### config.mk
export PLATFORM = sky130hd
export DESIGN_NAME = clk_transition_seq
export DESIGN_NICKNAME = d
export VERILOG_FILES = /design/src/rtl/clkseq_pkg.sv /design/src/rtl/clkseq_datapath.sv /design/src/rtl/clkseq_ctrl.sv /design/src/rtl/clk_transition_seq.sv
export SDC_FILE = /design/constraint.sdc
export NUM_CORES = 1
export LEC_CHECK = 0
export BUFFER_PORTS_ARGS = -buffer_cell sky130_fd_sc_hd__buf_4
export CAP_MARGIN = 30
export CELL_PAD_IN_SITES_DETAIL_PLACEMENT = 1
export CELL_PAD_IN_SITES_GLOBAL_PLACEMENT = 2
export CORE_ASPECT_RATIO = 1.25
export CORE_UTILIZATION = 26
export DETAILED_ROUTE_END_ITERATION = 10
export PLACE_DENSITY = 0.82
export SYNTH_ARGS = -nofsm -noshare
export SYNTH_HDL_FRONTEND = slang
export SYNTH_SLANG_ARGS = --single-unit
### constraint.sdc
create_clock -name clk -period 3 [get_ports clk]
set_input_delay 0.9 -clock clk [delete_from_list [all_inputs] [get_ports clk]]
set_output_delay 0.9 -clock clk [all_outputs]
set_load 0.02 [all_outputs]
### src/rtl/clkseq_pkg.sv
`timescale 1ns/1ps
package clkseq_pkg;
  localparam int NUM_LEVELS  = 6;
  localparam int IDX_W       = 3;
  localparam int DIV0_FIELDS = 7;
  localparam int DIV1_FIELDS = 2;
  localparam int DIV0_STAT_W = 4 * DIV0_FIELDS;
  localparam int DIV1_STAT_W = 4 * DIV1_FIELDS;
  localparam logic [2:0] MUX_MAIN_CODE   = 3'd1;
  localparam logic [2:0] MUX_BACKUP_CODE = 3'd2;

  typedef struct packed {
    logic latchReq;
    logic wrDiv0;
    logic wrDiv1;
    logic wrSOnly;
    logic wrPllFull;
    logic wrLock;
    logic muxBackup;
    logic muxMain;
    logic tmrClr;
  } seqStrobe_t;

  function automatic logic [31:0] nibbleMask(input int n);
    logic [31:0] m;
    m = '0;
    for (int k = 0; k < n; k++) m[4*k] = 1'b1;
    return m;
  endfunction

  function automatic logic [31:0] pllWordOf(input logic [IDX_W-1:0] idx);
    logic [9:0] m;
    logic [5:0] p;
    logic [2:0] s;
    case (idx)
      3'd0:    begin m = 10'd350; p = 6'd6; s = 3'd1; end
      3'd1:    begin m = 10'd150; p = 6'd3; s = 3'd1; end
      3'd2:    begin m = 10'd250; p = 6'd6; s = 3'd1; end
      3'd3:    begin m = 10'd200; p = 6'd6; s = 3'd1; end
      3'd4:    begin m = 10'd250; p = 6'd6; s = 3'd2; end
      default: begin m = 10'd200; p = 6'd6; s = 3'd3; end
    endcase
    return {6'd0, m, 2'd0, p, 5'd0, s};
  endfunction

  function automatic logic mpDiffers(input logic [IDX_W-1:0] a, input logic [IDX_W-1:0] b);
    logic [31:0] wa, wb;
    wa = pllWordOf(a);
    wb = pllWordOf(b);
    return wa[25:8] != wb[25:8];
  endfunction

  function automatic logic [31:0] div0WordOf(input logic [IDX_W-1:0] idx);
    logic [3*DIV0_FIELDS-1:0] f;
    logic [31:0] w;
    // fields listed from k=6 down to k=0
    if (idx <= 3'd2)      f = {3'd7, 3'd1, 3'd4, 3'd3, 3'd7, 3'd3, 3'd0};
    else if (idx <= 3'd4) f = {3'd7, 3'd1, 3'd3, 3'd3, 3'd7, 3'd3, 3'd0};
    else                  f = {3'd0, 3'd1, 3'd3, 3'd1, 3'd3, 3'd1, 3'd0};
    w = '0;
    for (int k = 0; k < DIV0_FIELDS; k++) w[4*k +: 3] = f[3*k +: 3];
    return w;
  endfunction

  function automatic logic [7:0] div1WordOf(input logic [IDX_W-1:0] idx);
    logic [2:0] copyDiv;
    if (idx <= 3'd1)      copyDiv = 3'd5;
    else if (idx == 3'd2) copyDiv = 3'd4;
    else                  copyDiv = 3'd3;
    return {1'b0, copyDiv, 1'b0, 3'd0};
  endfunction
endpackage

### src/rtl/clkseq_datapath.sv
`timescale 1ns/1ps
module clkseq_datapath
  import clkseq_pkg::*;
#(
  parameter int TMR_W      = 16,
  parameter int LOCK_W     = 16,
  parameter int INIT_LEVEL = 2,
  parameter int LOCK_TIME  = 270
)(
  input  logic                clk,
  input  logic                rstN,
  input  seqStrobe_t          stb,
  input  logic [IDX_W-1:0]    reqNewIdx,
  input  logic [TMR_W-1:0]    timeoutLimit,
  output logic                tmrExpired,
  output logic [31:0]         divWord0,
  output logic                divWr0,
  output logic [7:0]          divWord1,
  output logic                divWr1,
  output logic [31:0]         pllWord,
  output logic                pllWr,
  output logic [LOCK_W-1:0]   lockTime,
  output logic                lockWr,
  output logic                coreMuxBackup
);
  localparam logic [IDX_W-1:0] INIT_IDX = IDX_W'(INIT_LEVEL);

  logic [IDX_W-1:0] newIdxQ;
  logic [TMR_W-1:0] tmrCnt;
  logic [31:0]      tgtPll;

  assign tgtPll     = pllWordOf(newIdxQ);
  assign tmrExpired = tmrCnt >= timeoutLimit;

  always_ff @(posedge clk) begin
    if (!rstN) begin
      newIdxQ       <= INIT_IDX;
      divWord0      <= div0WordOf(INIT_IDX);
      divWord1      <= div1WordOf(INIT_IDX);
      pllWord       <= pllWordOf(INIT_IDX);
      lockTime      <= '0;
      coreMuxBackup <= 1'b0;
      tmrCnt        <= '0;
      divWr0        <= 1'b0;
      divWr1        <= 1'b0;
      pllWr         <= 1'b0;
      lockWr        <= 1'b0;
    end else begin
      divWr0 <= stb.wrDiv0;
      divWr1 <= stb.wrDiv1;
      pllWr  <= stb.wrSOnly | stb.wrPllFull;
      lockWr <= stb.wrLock;
      if (stb.latchReq)  newIdxQ  <= reqNewIdx;
      if (stb.wrDiv0)    divWord0 <= div0WordOf(newIdxQ);
      if (stb.wrDiv1)    divWord1 <= div1WordOf(newIdxQ);
      if (stb.wrSOnly)   pllWord[2:0] <= tgtPll[2:0];
      if (stb.wrPllFull) pllWord  <= tgtPll;
      if (stb.wrLock)    lockTime <= LOCK_W'(LOCK_TIME);
      if (stb.muxBackup)    coreMuxBackup <= 1'b1;
      else if (stb.muxMain) coreMuxBackup <= 1'b0;
      if (stb.tmrClr)       tmrCnt <= '0;
      else if (!tmrExpired) tmrCnt <= tmrCnt + 1'b1;
    end
  end

  AST_FULL_ON_BACKUP: assert property (@(posedge clk) disable iff (!rstN)
    stb.wrPllFull |-> coreMuxBackup) else $error("full PLL write off backup");
  AST_SONLY_ON_MAIN: assert property (@(posedge clk) disable iff (!rstN)
    stb.wrSOnly |-> !coreMuxBackup) else $error("S-only write on backup");
  AST_SONLY_KEEPS_MP: assert property (@(posedge clk) disable iff (!rstN)
    stb.wrSOnly |=> $stable(pllWord[25:8])) else $error("S-only touched M/P");
endmodule

### src/rtl/clkseq_ctrl.sv
`timescale 1ns/1ps
module clkseq_ctrl
  import clkseq_pkg::*;
(
  input  logic                   clk,
  input  logic                   rstN,
  input  logic                   reqValid,
  input  logic [IDX_W-1:0]       reqOldIdx,
  input  logic [IDX_W-1:0]       reqNewIdx,
  input  logic [IDX_W-1:0]       maxLevel,
  input  logic [IDX_W-1:0]       minLevel,
  input  logic [DIV0_STAT_W-1:0] div0Stat,
  input  logic [DIV1_STAT_W-1:0] div1Stat,
  input  logic [2:0]             muxStat,
  input  logic                   pllLocked,
  input  logic                   tmrExpired,
  output seqStrobe_t             stb,
  output logic                   busy,
  output logic                   done,
  output logic                   errFlag
);
  localparam logic [DIV0_STAT_W-1:0] DIV0_MASK = DIV0_STAT_W'(nibbleMask(DIV0_FIELDS));
  localparam logic [DIV1_STAT_W-1:0] DIV1_MASK = DIV1_STAT_W'(nibbleMask(DIV1_FIELDS));
  localparam logic [IDX_W-1:0]       TOP_IDX   = IDX_W'(NUM_LEVELS - 1);

  typedef enum logic [3:0] {
    S_IDLE, S_DIV0_WR, S_DIV0_WAIT, S_DIV1_WR, S_DIV1_WAIT, S_SONLY_WR,
    S_MUX_BK, S_MUX_BK_WAIT, S_LOCK_WR, S_PMS_WR, S_LOCK_WAIT,
    S_MUX_MAIN, S_MUX_MAIN_WAIT, S_FINISH
  } seqState_t;

  seqState_t state, nextState;
  logic raiseQ, fullQ, setErr, reqOk, div0Clear, div1Clear;

  assign reqOk = (reqOldIdx <= TOP_IDX) && (reqNewIdx <= TOP_IDX) &&
                 (reqOldIdx >= maxLevel) && (reqOldIdx <= minLevel) &&
                 (reqNewIdx >= maxLevel) && (reqNewIdx <= minLevel);
  assign div0Clear = (div0Stat & DIV0_MASK) == '0;
  assign div1Clear = (div1Stat & DIV1_MASK) == '0;
  assign busy = state != S_IDLE;
  assign done = state == S_FINISH;

  always_comb begin
    nextState = state;
    setErr    = 1'b0;
    stb       = '0;
    case (state)
      S_IDLE: if (reqValid) begin
        stb.latchReq = 1'b1;
        if (!reqOk)                      setErr = 1'b1;
        else if (reqOldIdx == reqNewIdx) nextState = S_FINISH;
        else if (reqNewIdx < reqOldIdx)  nextState = S_DIV0_WR;
        else nextState = mpDiffers(reqOldIdx, reqNewIdx) ? S_MUX_BK : S_SONLY_WR;
      end
      S_DIV0_WR: begin stb.wrDiv0 = 1'b1; stb.tmrClr = 1'b1; nextState = S_DIV0_WAIT; end
      S_DIV0_WAIT:
        if (div0Clear)       nextState = S_DIV1_WR;
        else if (tmrExpired) begin setErr = 1'b1; nextState = S_IDLE; end
      S_DIV1_WR: begin stb.wrDiv1 = 1'b1; stb.tmrClr = 1'b1; nextState = S_DIV1_WAIT; end
      S_DIV1_WAIT:
        if (div1Clear)       nextState = !raiseQ ? S_FINISH : (fullQ ? S_MUX_BK : S_SONLY_WR);
        else if (tmrExpired) begin setErr = 1'b1; nextState = S_IDLE; end
      S_SONLY_WR: begin stb.wrSOnly = 1'b1; nextState = raiseQ ? S_FINISH : S_DIV0_WR; end
      S_MUX_BK: begin stb.muxBackup = 1'b1; stb.tmrClr = 1'b1; nextState = S_MUX_BK_WAIT; end
      S_MUX_BK_WAIT:
        if (muxStat == MUX_BACKUP_CODE) nextState = S_LOCK_WR;
        else if (tmrExpired)            begin setErr = 1'b1; nextState = S_IDLE; end
      S_LOCK_WR: begin stb.wrLock = 1'b1; nextState = S_PMS_WR; end
      S_PMS_WR: begin stb.wrPllFull = 1'b1; stb.tmrClr = 1'b1; nextState = S_LOCK_WAIT; end
      S_LOCK_WAIT:
        if (pllLocked)       nextState = S_MUX_MAIN;
        else if (tmrExpired) begin setErr = 1'b1; nextState = S_IDLE; end
      S_MUX_MAIN: begin stb.muxMain = 1'b1; stb.tmrClr = 1'b1; nextState = S_MUX_MAIN_WAIT; end
      S_MUX_MAIN_WAIT:
        if (muxStat == MUX_MAIN_CODE) nextState = raiseQ ? S_FINISH : S_DIV0_WR;
        else if (tmrExpired)          begin setErr = 1'b1; nextState = S_IDLE; end
      default: nextState = S_IDLE;
    endcase
  end

  always_ff @(posedge clk) begin
    if (!rstN) begin
      state   <= S_IDLE;
      raiseQ  <= 1'b0;
      fullQ   <= 1'b0;
      errFlag <= 1'b0;
    end else begin
      state <= nextState;
      if (setErr) errFlag <= 1'b1;
      if (state == S_IDLE && reqValid && reqOk) begin
        raiseQ <= reqNewIdx < reqOldIdx;
        fullQ  <= mpDiffers(reqOldIdx, reqNewIdx);
      end
    end
  end

  AST_DONE_PULSE: assert property (@(posedge clk) disable iff (!rstN)
    done |=> !done) else $error("done longer than one cycle");
  AST_ERR_STICKY: assert property (@(posedge clk) disable iff (!rstN)
    errFlag |=> errFlag) else $error("error flag cleared");
  AST_BUSY_EXIT: assert property (@(posedge clk) disable iff (!rstN)
    $fell(busy) |-> ($past(done) || errFlag)) else $error("busy ended without done or error");
  AST_DIV1_AFTER_CLEAR: assert property (@(posedge clk) disable iff (!rstN)
    stb.wrDiv1 |-> $past((div0Stat & DIV0_MASK) == '0)) else $error("word 1 before word 0 settled");
  AST_LOCK_ON_BACKUP: assert property (@(posedge clk) disable iff (!rstN)
    stb.wrLock |-> $past(muxStat) == MUX_BACKUP_CODE) else $error("lock write before backup");
  AST_REJECT_IDLE: assert property (@(posedge clk) disable iff (!rstN)
    (reqValid && !busy && !reqOk) |=> !busy) else $error("rejected request started");
endmodule

### src/rtl/clk_transition_seq.sv
`timescale 1ns/1ps
module clk_transition_seq
  import clkseq_pkg::*;
#(
  parameter int TMR_W      = 16,
  parameter int LOCK_W     = 16,
  parameter int INIT_LEVEL = 2,
  parameter int LOCK_TIME  = 270
)(
  input  logic                   clk,
  input  logic                   rstN,
  input  logic                   reqValid,
  input  logic [IDX_W-1:0]       reqOldIdx,
  input  logic [IDX_W-1:0]       reqNewIdx,
  input  logic [IDX_W-1:0]       maxLevel,
  input  logic [IDX_W-1:0]       minLevel,
  input  logic [TMR_W-1:0]       timeoutLimit,
  input  logic [DIV0_STAT_W-1:0] div0Stat,
  input  logic [DIV1_STAT_W-1:0] div1Stat,
  input  logic [2:0]             muxStat,
  input  logic                   pllLocked,
  output logic [31:0]            divWord0,
  output logic                   divWr0,
  output logic [7:0]             divWord1,
  output logic                   divWr1,
  output logic [31:0]            pllWord,
  output logic                   pllWr,
  output logic [LOCK_W-1:0]      lockTime,
  output logic                   lockWr,
  output logic                   coreMuxBackup,
  output logic                   busy,
  output logic                   done,
  output logic                   errFlag
);
  seqStrobe_t stb;
  logic       tmrExpired;

  clkseq_ctrl u_ctrl (
    .clk(clk), .rstN(rstN), .reqValid(reqValid), .reqOldIdx(reqOldIdx),
    .reqNewIdx(reqNewIdx), .maxLevel(maxLevel), .minLevel(minLevel),
    .div0Stat(div0Stat), .div1Stat(div1Stat), .muxStat(muxStat),
    .pllLocked(pllLocked), .tmrExpired(tmrExpired), .stb(stb),
    .busy(busy), .done(done), .errFlag(errFlag)
  );

  clkseq_datapath #(
    .TMR_W(TMR_W), .LOCK_W(LOCK_W), .INIT_LEVEL(INIT_LEVEL), .LOCK_TIME(LOCK_TIME)
  ) u_dp (
    .clk(clk), .rstN(rstN), .stb(stb), .reqNewIdx(reqNewIdx),
    .timeoutLimit(timeoutLimit), .tmrExpired(tmrExpired),
    .divWord0(divWord0), .divWr0(divWr0), .divWord1(divWord1), .divWr1(divWr1),
    .pllWord(pllWord), .pllWr(pllWr), .lockTime(lockTime), .lockWr(lockWr),
    .coreMuxBackup(coreMuxBackup)
  );
endmodule

==> results of run 1 <==
[kinds of logic after synthesis]
family                   count (synthesis)  share of synthesized area [%]
multiplexers                             2                          0.531
other                                    2                          0.199
AO/OA/AOI/OAI                          113                           19.8
AND/OR/NAND/NOR                        156                           22.7
flip-flops                              48                           25.5
buffers and inverters                  125                           19.6
XOR/XNOR                                 5                           1.16
adder cells (fa/ha/maj)                 32                           10.6
[path summary, 6_finish.rpt]
path | depth (start not counted) | slack, ns | from | endpoint
worst min register to register | 1 | 0.47 | u_dp.divWord1[6] | u_dp.divWord1[6]
worst min-delay path | 1 | 0.47 | u_dp.divWord1[6] | u_dp.divWord1[6]
worst max register to register | 8 | 0.54 | u_dp.tmrCnt[1] | u_dp.tmrCnt[14]
worst max-delay path | 10 | 0.18 | timeoutLimit[1] | u_dp.tmrCnt[14]
[stage by stage]
step	power [µW]	setup TNS, ns
2_1_floorplan	1160	0
3_3_place_gp	1260	-0.318
3_5_place_dp	1280	-0.650
4_1_cts	1960	0
5_1_grt	2040	0
6_report	1940	0
[sequential cells by signal (all words and copies together), names as in the netlist, 3 cells and up]
signal / count
u_dp.tmrCnt: 16
u_dp.pllWord: 10
u_ctrl.state: 4
u_dp.divWord0: 3
u_dp.divWord1: 3
u_dp.newIdxQ: 3
[cell usage after synthesis (all sizes together) (5+ instances only)]
cell,n,area [µm²]
inv,37,139
and3,7,43.8
o21ai,24,120
nor3,7,40.0
o211ai,6,45.0
nand3,19,100
a21oi,34,170
nand4,5,37.5
o31ai,9,67.6
dfxtp,48,961
ha,32,400
buf,74,547
nor2b,15,101
or4,10,75.1
a211oi,6,50.1
nand2b,10,62.6
a31oi,6,37.5
nor2,25,96.4
nand2,39,146
clkbuf,14,52.6
xnor2,5,43.8
[where the power goes]
part           internal, µW  switching (µW)
registers               667            54.3
logic                   215             325
clock network           418             258
total                  1300             637
[layout make-up]
cell class	instances	area [µm²]
Sequential cell	48	961
Clock buffer	6	139
Fill cell	1741	9520
Timing Repair Buffer	92	691
Clock inverter	2	38.8
Tap cell	175	219
Multi-Input combinational cell	368	2290
Inverter	37	139
[per-layer routing]
layer	wire length [µm]	global-route usage [%]	vias to the layer above	part of all wire, %
li1	-	-	1702	-
met1	3920	14.4	1618	38
met2	5730	27.4	76	56
met3	381	2.19	11	3.7
met4	178	4.07	0	1.7
met5	0	0	-	0
[critical path: stages]
cell and delay (ns):
buf_4 0.08, inv_1 0.03, ha_1 0.31, nor2b_4 0.14, o211a_4 0.23, o311ai_4 0.27, buf_4 0.16, nand3_2 0.20
or4_1 0.55, a21oi_1 0.16
==> summary.txt, run 1 <==
Critical path
  – Crit path launch type: input pin
  – Critical path type: input pin to flip-flop
  – Crit path DAT: 3.03 ns
  – Required time worst endpoint: about 3.2 ns
  – Crit Path Max Fanout: 13
  – CP endpoint kind: flip-flop

Final layout
  – Non-Filler Instances: between 700 and 800
  – Post-route cell area: roughly 4500 µm²
  – Most frequent cells in the layout: buf_4 (92), conb_1 (60), dfxtp_1 (48)
  – Most common cell after layout, fill and taps aside: buf_4
  – Fin nets: 655
  – Post-Route Utilization: a little under a third
  – Area grow syn2layout: 18.7%
  – Diode count: 0
  – Layout cells sized above 1: between 20% and 30%

Synth
  – Number of flops mapped to enable cells by yosys: 0
  – Synthesis-stage register bit count: 48
  – Post-Synthesis Cell Area: approximately 3800 µm²
  – Sequential-to-total area share from yosys stat: about a quarter
  – Syn Inst Count: 483
  – Number of library cell types mapped by synthesis: 58
  – Synth Warn #: 0
  – Asr flop ratio synth: 0%
  – Main synth FF type: dfxtp_1
  – Avg Cell Area, Syn: roughly 7.8 µm²

Power and ir drop
  – P_leak: 0.00205 µW
  – Max VDD drop: 221 µV
  – PwrDens: ~430 nW/µm²

STA
  – Final count of negative-setup-slack endpoints: 0
  – Fmax: roughly 350 MHz
  – Final hold vios: 0
  – Clk_skew: between 0.004 and 0.005 ns
  – Fin. max-slew vios: 0
  – Slew headroom: between 60% and 70%
  – Worst Tran Pin Value: approximately 0.58 ns
  – Crit path setup slack, layout: between 0.15 and 0.2 ns
  – Crit path time final: 2.82 ns
  – Fin Hold WS: between 0.4 and 0.5 ns
  – Final period util: 93.9%
  – Unrepaired setup endpoints after global routing: false

Worst hold path
  – Min-delay worst type: flip-flop to flip-flop

Global route
  – Largest net degree at the start of global routing: 28
  – First-pass GRT wire length: about 16000 µm
  – Initial antenna violation count: 0
  – GRT overflow: 0
  – Global Route Usage Sum: 13.8%
  – Vias in the first global route: ~3400

Route
  – Drt via density: 4.68
  – DRC: 0
  – Vias: 3407
  – ANT nets after route: 0
  – DR pass1 iterations: 4
  – WL final: just over 10000 µm
  – Drt initial violations: about 190
  – Wire per inst: around 14 µm

Floorplan
  – Core area: ~14000 µm²
  – I/O Pins: about 170
  – # rows: 48
  – Die area: 15000 µm²
  – Die width: between 100 and 150 µm
  – Die Ht: about 140 µm
  – Initial Util: 26.9%

CTS
  – Resize count post-CTS: 0
  – CTS root buf: clkbuf_16
  – Skew-Pair Late Insertion Delay: 0.29 ns
  – Setup Buffers After CTS: 0
  – Post-CTS Hold Fix Bufs: 0
  – Clock sinks: 48
  – Clock slew seen by the registers of the worst setup and hold paths: about 0.07 ns
  – CTS tree: built
  – Cts bufs inserted: 5
  – CTS H-Tree Depth: 2
  – CTS max path bufs: 2

Job
  – Max cap viols: 0

Placed design
  – Final HPWL DP: about 8400 µm
  – IO Port Bufs: a little under 80
  – Placed insts: 720
  – DP Worst Slack: -0.135 ns
  – Placer congestion estimate: 0.780
  – Cell Area, Placed: around 4300 µm²

Outcome
  – Run status: completed
(Power assumes the default switching activity.)
==> run 2: changes to the inputs <==
Settings changed: ABC_AREA set to 1, CORE_UTILIZATION 26 to 24, PLACE_DENSITY 0.82 to 0.8.
==> run 2 against run 1 <==
  * Maximum frequency is 21% higher
  * Synthesized cell count is 18% higher
  * Total power hardly changed
  * Sequential cell count stayed put
  * Critical path type unchanged
  * Largest cell class unchanged
  * Highest routed layer unchanged
==> summary.txt, run 2 <==
Route
  – DR pass1 iterations: 4
  – Vias: roughly 3700
  – Drt initial violations: 96
  – DRC: 0
  – Drt via density: around 4.3
  – Wire per inst: between 10 and 15 µm
  – ANT nets after route: 0
  – WL final: 10500 µm

CTS
  – CTS max path bufs: 2
  – Clock slew seen by the registers of the worst setup and hold paths: ~0.070 ns
  – Setup Buffers After CTS: 0
  – CTS root buf: clkbuf_16
  – Post-CTS Hold Fix Bufs: 0
  – CTS H-Tree Depth: 2
  – Cts bufs inserted: 5
  – Clock sinks: 48
  – Resize count post-CTS: 0
  – Skew-Pair Late Insertion Delay: ~0.3 ns
  – CTS tree: built

Critical path
  – Crit path cell chain: buf_4 > inv_1 > ha_1 > nand2_1 > inv_1 > nand2_1 > nand2_1 > nor2_1 > nand2_1 > nand2_2 > nand2_2 > inv_2 > nand2_1 > o21ai_0 > a21oi_1
  – Reg2reg end: u_dp.tmrCnt[5]
  – CP most frequent cell: nand2_1
  – Crit path launch type: input pin
  – CP endpoint kind: flip-flop
  – Reg2reg start: u_dp.tmrCnt[0]
  – Required time worst endpoint: between 3 and 4 ns
  – Crit path DAT: 2.50 ns
  – Crit Path Max Fanout: 13
  – Slowest CP cell: ha_1
  – Critical path type: input pin to flip-flop
  – R2R Setup Slk: 0.98 ns
  – Largest stage delay, worst path: between 0.2 and 0.3 ns
  – R2R depth: 12

Job
  – Max cap viols: 0

Floorplan
  – Die width: 114 µm
  – I/O Pins: around 170
  – Die Ht: roughly 140 µm
  – # rows: 51
  – Initial Util: between 20% and 30%
  – Core area: 15500 µm²
  – Die area: 16300 µm²

Final layout
  – Most frequent cells in the layout: nand2_1 (126), buf_4 (82), inv_1 (80)
  – Most flops, register: u_dp.tmrCnt
  – Layout fillers: approximately 2000
  – Fin nets: 744
  – Most common cell after layout, fill and taps aside: nand2_1
  – Layout cells sized above 1: 16.2%
  – Biggest regs: u_dp.tmrCnt x16, u_dp.pllWord x10, u_ctrl.state x4
  – Post-route cell area: about 4500 µm²
  – Diode count: 0
  – Sequential cell area: slightly below 1000 µm²
  – Multi-input logic area: between 2000 and 2500 µm²
  – Max reg flops: 16
  – Area grow syn2layout: 19.3%
  – Post-Route Utilization: about 29%

Synth
  – Number of library cell types mapped by synthesis: 35
  – Sequential-to-total area share from yosys stat: around a quarter
  – Number of flops mapped to enable cells by yosys: 0
  – Avg Cell Area, Syn: 6.65 µm²
  – Post-Synthesis Cell Area: 3790 µm²
  – Asr flop ratio synth: 0%
  – Synthesis-stage register bit count: 48
  – Ranking of synthesized cells by area: dfxtp_1 (25%), buf_4 (14%), nand2_1 (12%)
  – Count leader, synth: nand2_1
  – Synth Warn #: 0
  – Yosys top cell area share: ~25%
  – Main synth FF type: dfxtp_1
  – Syn Inst Count: 570
  – Leading area contributor after synthesis: dfxtp_1
  – Top post-synthesis cells by count: nand2_1 (126), inv_1 (80), buf_4 (73)

Global route
  – GRT overflow: 0
  – Largest net degree at the start of global routing: 17
  – Initial antenna violation count: 0
  – Global Route Usage Sum: approximately an eighth
  – Vias in the first global route: around 3800
  – First-pass GRT wire length: around 17000 µm

Worst hold path
  – Hold Path Cell Cnt: 2
  – Min-delay worst type: flip-flop to flip-flop
  – Hold path start: u_dp.pllWord[21]
  – Worst Hold End: u_dp.pllWord[21]

STA
  – Fmax: roughly 430 MHz
  – Clk_skew: about 0.0058 ns
  – Unrepaired setup endpoints after global routing: false
  – Sum of negative setup slack: 0 ns
  – Final hold vios: 0
  – Final period util: between 70% and 80%
  – Slew headroom: between 60% and 70%
  – Worst Tran Pin Value: between 0.5 and 0.6 ns
  – Crit path time final: roughly 2.3 ns
  – Final count of negative-setup-slack endpoints: 0
  – Fin. max-slew vios: 0

Power and ir drop
  – P_leak: between 0.002 and 0.0025 µW
  – Max VDD drop: ~210 µV
  – PwrDens: between 400 and 500 nW/µm²

Placed design
  – IO Port Bufs: 79
  – Placer congestion estimate: roughly 0.84
  – Cell Area, Placed: 4330 µm²
  – Final HPWL DP: slightly below 9000 µm

Outcome
  – Run status: completed
## run 2: cell types whose count changed in the layout (fill, tap and decap cells not counted), moves of 7 or more
cell / delta
nand2_1: +87
inv_1: +43
nor2_1: +19
nand3_1: +13
nor2b_1: -13
buf_4: -10
nand2b_1: -10
or4_1: -10
o31ai_1: -9
nor3_1: +8
a21oi_1: +7
## run 2: worst max-delay path: cells and delay by family
kind | cells | cell delay (ns)
compound gates | 2 | 0.22
fa+ha+maj | 1 | 0.29
buf+inv | 4 | 0.37
simple gates | 8 | 0.73
## run 2: worst max-delay path by stage
stage                      from              to  slack, ns  cells past startpoint
6_report        timeoutLimit[7]  u_dp.tmrCnt[5]       0.68                     15
4_1_cts        timeoutLimit[15]  u_dp.tmrCnt[2]       0.65                     10
3_3_place_gp    timeoutLimit[7]  u_dp.tmrCnt[6]       0.41                     15
3_5_place_dp   timeoutLimit[15]  u_dp.tmrCnt[2]       0.33                     10
2_1_floorplan  timeoutLimit[15]  u_dp.tmrCnt[3]       0.67                     10
5_1_grt         timeoutLimit[5]  u_dp.tmrCnt[5]       0.40                     15
## run 2: cell families after synthesis
family	count (synthesis)	synth area share, %
AO/OA/AOI/OAI	79	11.2
XOR/XNOR	9	2.08
adder cells (fa/ha/maj)	32	10.6
buffers and inverters	161	23.2
flip-flops	48	25.3
other	2	0.198
AND/OR/NAND/NOR	239	27.4
## run 2: metal layers
| layer | GRT usage [%] | vias up | wire length (µm) |
|---|---|---|---|
| met1 | 13.6 | 1719 | 4060 |
| met4 | 5.54 | 0 | 252 |
| li1 | - | 1836 | - |
| met5 | 0 | - | 0 |
| met3 | 2.17 | 17 | 419 |
| met2 | 26.5 | 90 | 5810 |
## run 2: where the power goes
part	internal (µW)	total [µW]	switching, µW
Clock	481	750	269
Sequential	664	700	35.6
Combinational	165	485	320
Total	1310	1940	624
## run 2: final cells by class
cell class,instances,area share [%]
Multi-Input combinational cell,419,47.9
Sequential cell,48,21.2
Timing Repair Buffer,82,13.6
Inverter,85,7.05
Tap cell,212,5.86
Clock buffer,5,2.77
Clock inverter,3,1.52
## run 2: per-stage QoR
| stage | power (µW) | setup slack (ns) | instances | hold WS [ns] |
|---|---|---|---|---|
| final | 1940 | 0.678 | 854 | 0.463 |
| after global routing | 2040 | 0.395 | 854 | 0.495 |
| after CTS | 1960 | 0.649 | 854 | 0.472 |
| after detailed placement | 1200 | 0.333 | 846 | 0.453 |
| after global placement | 1190 | 0.408 | 846 | 0.448 |
| after floorplan | 1110 | 0.667 | 628 | 0.444 |
==> run 3: changes to the inputs <==
Clock period 3 ns to 2.15 ns, I/O delays scaled along.
==> run 3 against run 2 <==
  * First-iteration DRC count rose by 49%
  * Combinational power rose by 44%
  * Final area rose by 2.6%
  * Total power rose by 34%
  * Clock-buffer cell count did not move
  * Die area did not move
  * Wire length rose by 1.2%
  * Critical path depth fell by 12
  * Critical endpoint is now done
==> summary.txt, run 3 (same netlist as run 2, synthesis figures left out) <==
CTS
  – Cts bufs inserted: 5
  – CTS max path bufs: 2
  – CTS tree: built
  – CTS H-Tree Depth: 2
  – Clock slew seen by the registers of the worst setup and hold paths: 0.07 ns
  – Post-CTS Hold Fix Bufs: 0
  – Clock sinks: 48
  – Skew-Pair Late Insertion Delay: roughly 0.29 ns
  – Setup Buffers After CTS: 0
  – Resize count post-CTS: 0
  – CTS root buf: clkbuf_16

Power and ir drop
  – Max VDD drop: between 300 and 400 µV
  – P_leak: roughly 0.0023 µW
  – PwrDens: about 560 nW/µm²

Route
  – ANT nets after route: 0
  – Wire per inst: between 10 and 15 µm
  – DR pass1 iterations: 4
  – WL final: around 11000 µm
  – Drt initial violations: ~140
  – DRC: 0
  – Vias: around 3700
  – Drt via density: 4.24

STA
  – Unrepaired setup endpoints after global routing: false
  – Clk_skew: 0.00688 ns
  – Fin Hold WS: between 0.4 and 0.5 ns
  – Crit path setup slack, layout: 0.130 ns
  – Crit path time final: ~2 ns
  – Fin. max-slew vios: 0
  – Final hold vios: 0
  – Final period util: roughly 94%
  – Final count of negative-setup-slack endpoints: 0
  – Fmax: a little under 500 MHz

Job
  – Max cap viols: 0

Floorplan
  – Initial Util: ~24%
  – I/O Pins: roughly 170
  – Die Ht: about 140 µm
  – Die area: 16300 µm²
  – Die width: about 110 µm
  – Core area: between 15000 and 20000 µm²
  – # rows: a little over 50

Final layout
  – Non-Filler Instances: approximately 870
  – Most common cell after layout, fill and taps aside: nand2_1
  – Post-Route Utilization: around 30%
  – Layout fillers: 2022
  – Layout cells sized above 1: ~18%
  – Max reg flops: 16
  – Diode count: 0
  – Most flops, register: u_dp.tmrCnt
  – Post-route cell area: around 4600 µm²
  – Biggest regs: u_dp.tmrCnt x16, u_dp.pllWord x10, u_ctrl.state x4
  – Most frequent cells in the layout: nand2_1 (126), buf_4 (98), inv_1 (80)
  – Area grow syn2layout: 22.4%
  – Fin nets: 761

Worst hold path
  – Min-delay worst type: flip-flop to flip-flop

Critical path
  – Crit path launch type: flip-flop
  – Crit Path Max Fanout: 10
  – Required time worst endpoint: about 1.5 ns
  – CP endpoint kind: output pin
  – Largest stage delay, worst path: around 0.55 ns
  – Crit path DAT: around 1.4 ns
  – Critical path type: flip-flop to output pin
  – Slowest CP cell: dfxtp_1
  – Crit path cell chain: nand2_1 > nor2_1 > buf_4

Global route
  – Largest net degree at the start of global routing: 17
  – GRT overflow: 0
  – First-pass GRT wire length: between 15000 and 20000 µm
  – Vias in the first global route: about 3800
  – Global Route Usage Sum: 13.6%
  – Initial antenna violation count: 0

Placed design
  – Placed insts: around 860
  – DP Worst Slack: -0.120 ns
  – Cell Area, Placed: around 4500 µm²
  – Placer congestion estimate: roughly 0.86
  – Final HPWL DP: about 9000 µm
  – IO Port Bufs: between 70 and 80

Outcome
  – Run status: completed
run 3: path summary, 6_finish.rpt:
check,startpoint,to,slack (ns),cells past startpoint
hold reg to reg,u_dp.divWord1[5],u_dp.divWord1[5],0.47,2
setup / recovery,u_ctrl.state[2],done,0.13,3
setup reg to reg,u_dp.tmrCnt[0],u_dp.tmrCnt[6],0.30,12
hold / removal,u_dp.divWord1[5],u_dp.divWord1[5],0.47,2
run 3: where the power goes:
| part | internal (µW) | switching (µW) |
|---|---|---|
| combinational | 248 | 449 |
| clock | 553 | 361 |
| sequential | 927 | 49.1 |
| total | 1730 | 860 |
run 3: per-layer routing:
metal	global-route usage, %	routed length (µm)	vias to the layer above
met5	0	0	-
met4	3.14	129	0
met3	2.43	443	11
met2	27.4	5970	85
met1	14.3	4120	1720
li1	-	-	1874
run 3: worst max-delay path, delay by kind of cell, from the launching register on:
kind / cells / cell delay [ns]
and+or+nand+nor: 2 / 0.36
buffers and inverters: 1 / 0.17
DFF: 1 / 0.55
run 3: metrics by stage:
stage,setup TNS [ns],total power (µW)
finish,0,2590
global route,0,2750
CTS,0,2620
detailed placement,-1.62,1700
global placement,-0.546,1670
floorplan,0,1540
run 3: layout make-up:
type / instances / area, µm² / share of cell area [%]
Multi-Input combinational cell: 419 / 2170 / 46.7
Sequential cell: 48 / 961 / 20.7
Timing Repair Buffer: 99 / 756 / 16.3
Inverter: 85 / 319 / 6.87
Tap cell: 212 / 265 / 5.71
Clock buffer: 5 / 125 / 2.70
Clock inverter: 3 / 47.5 / 1.02
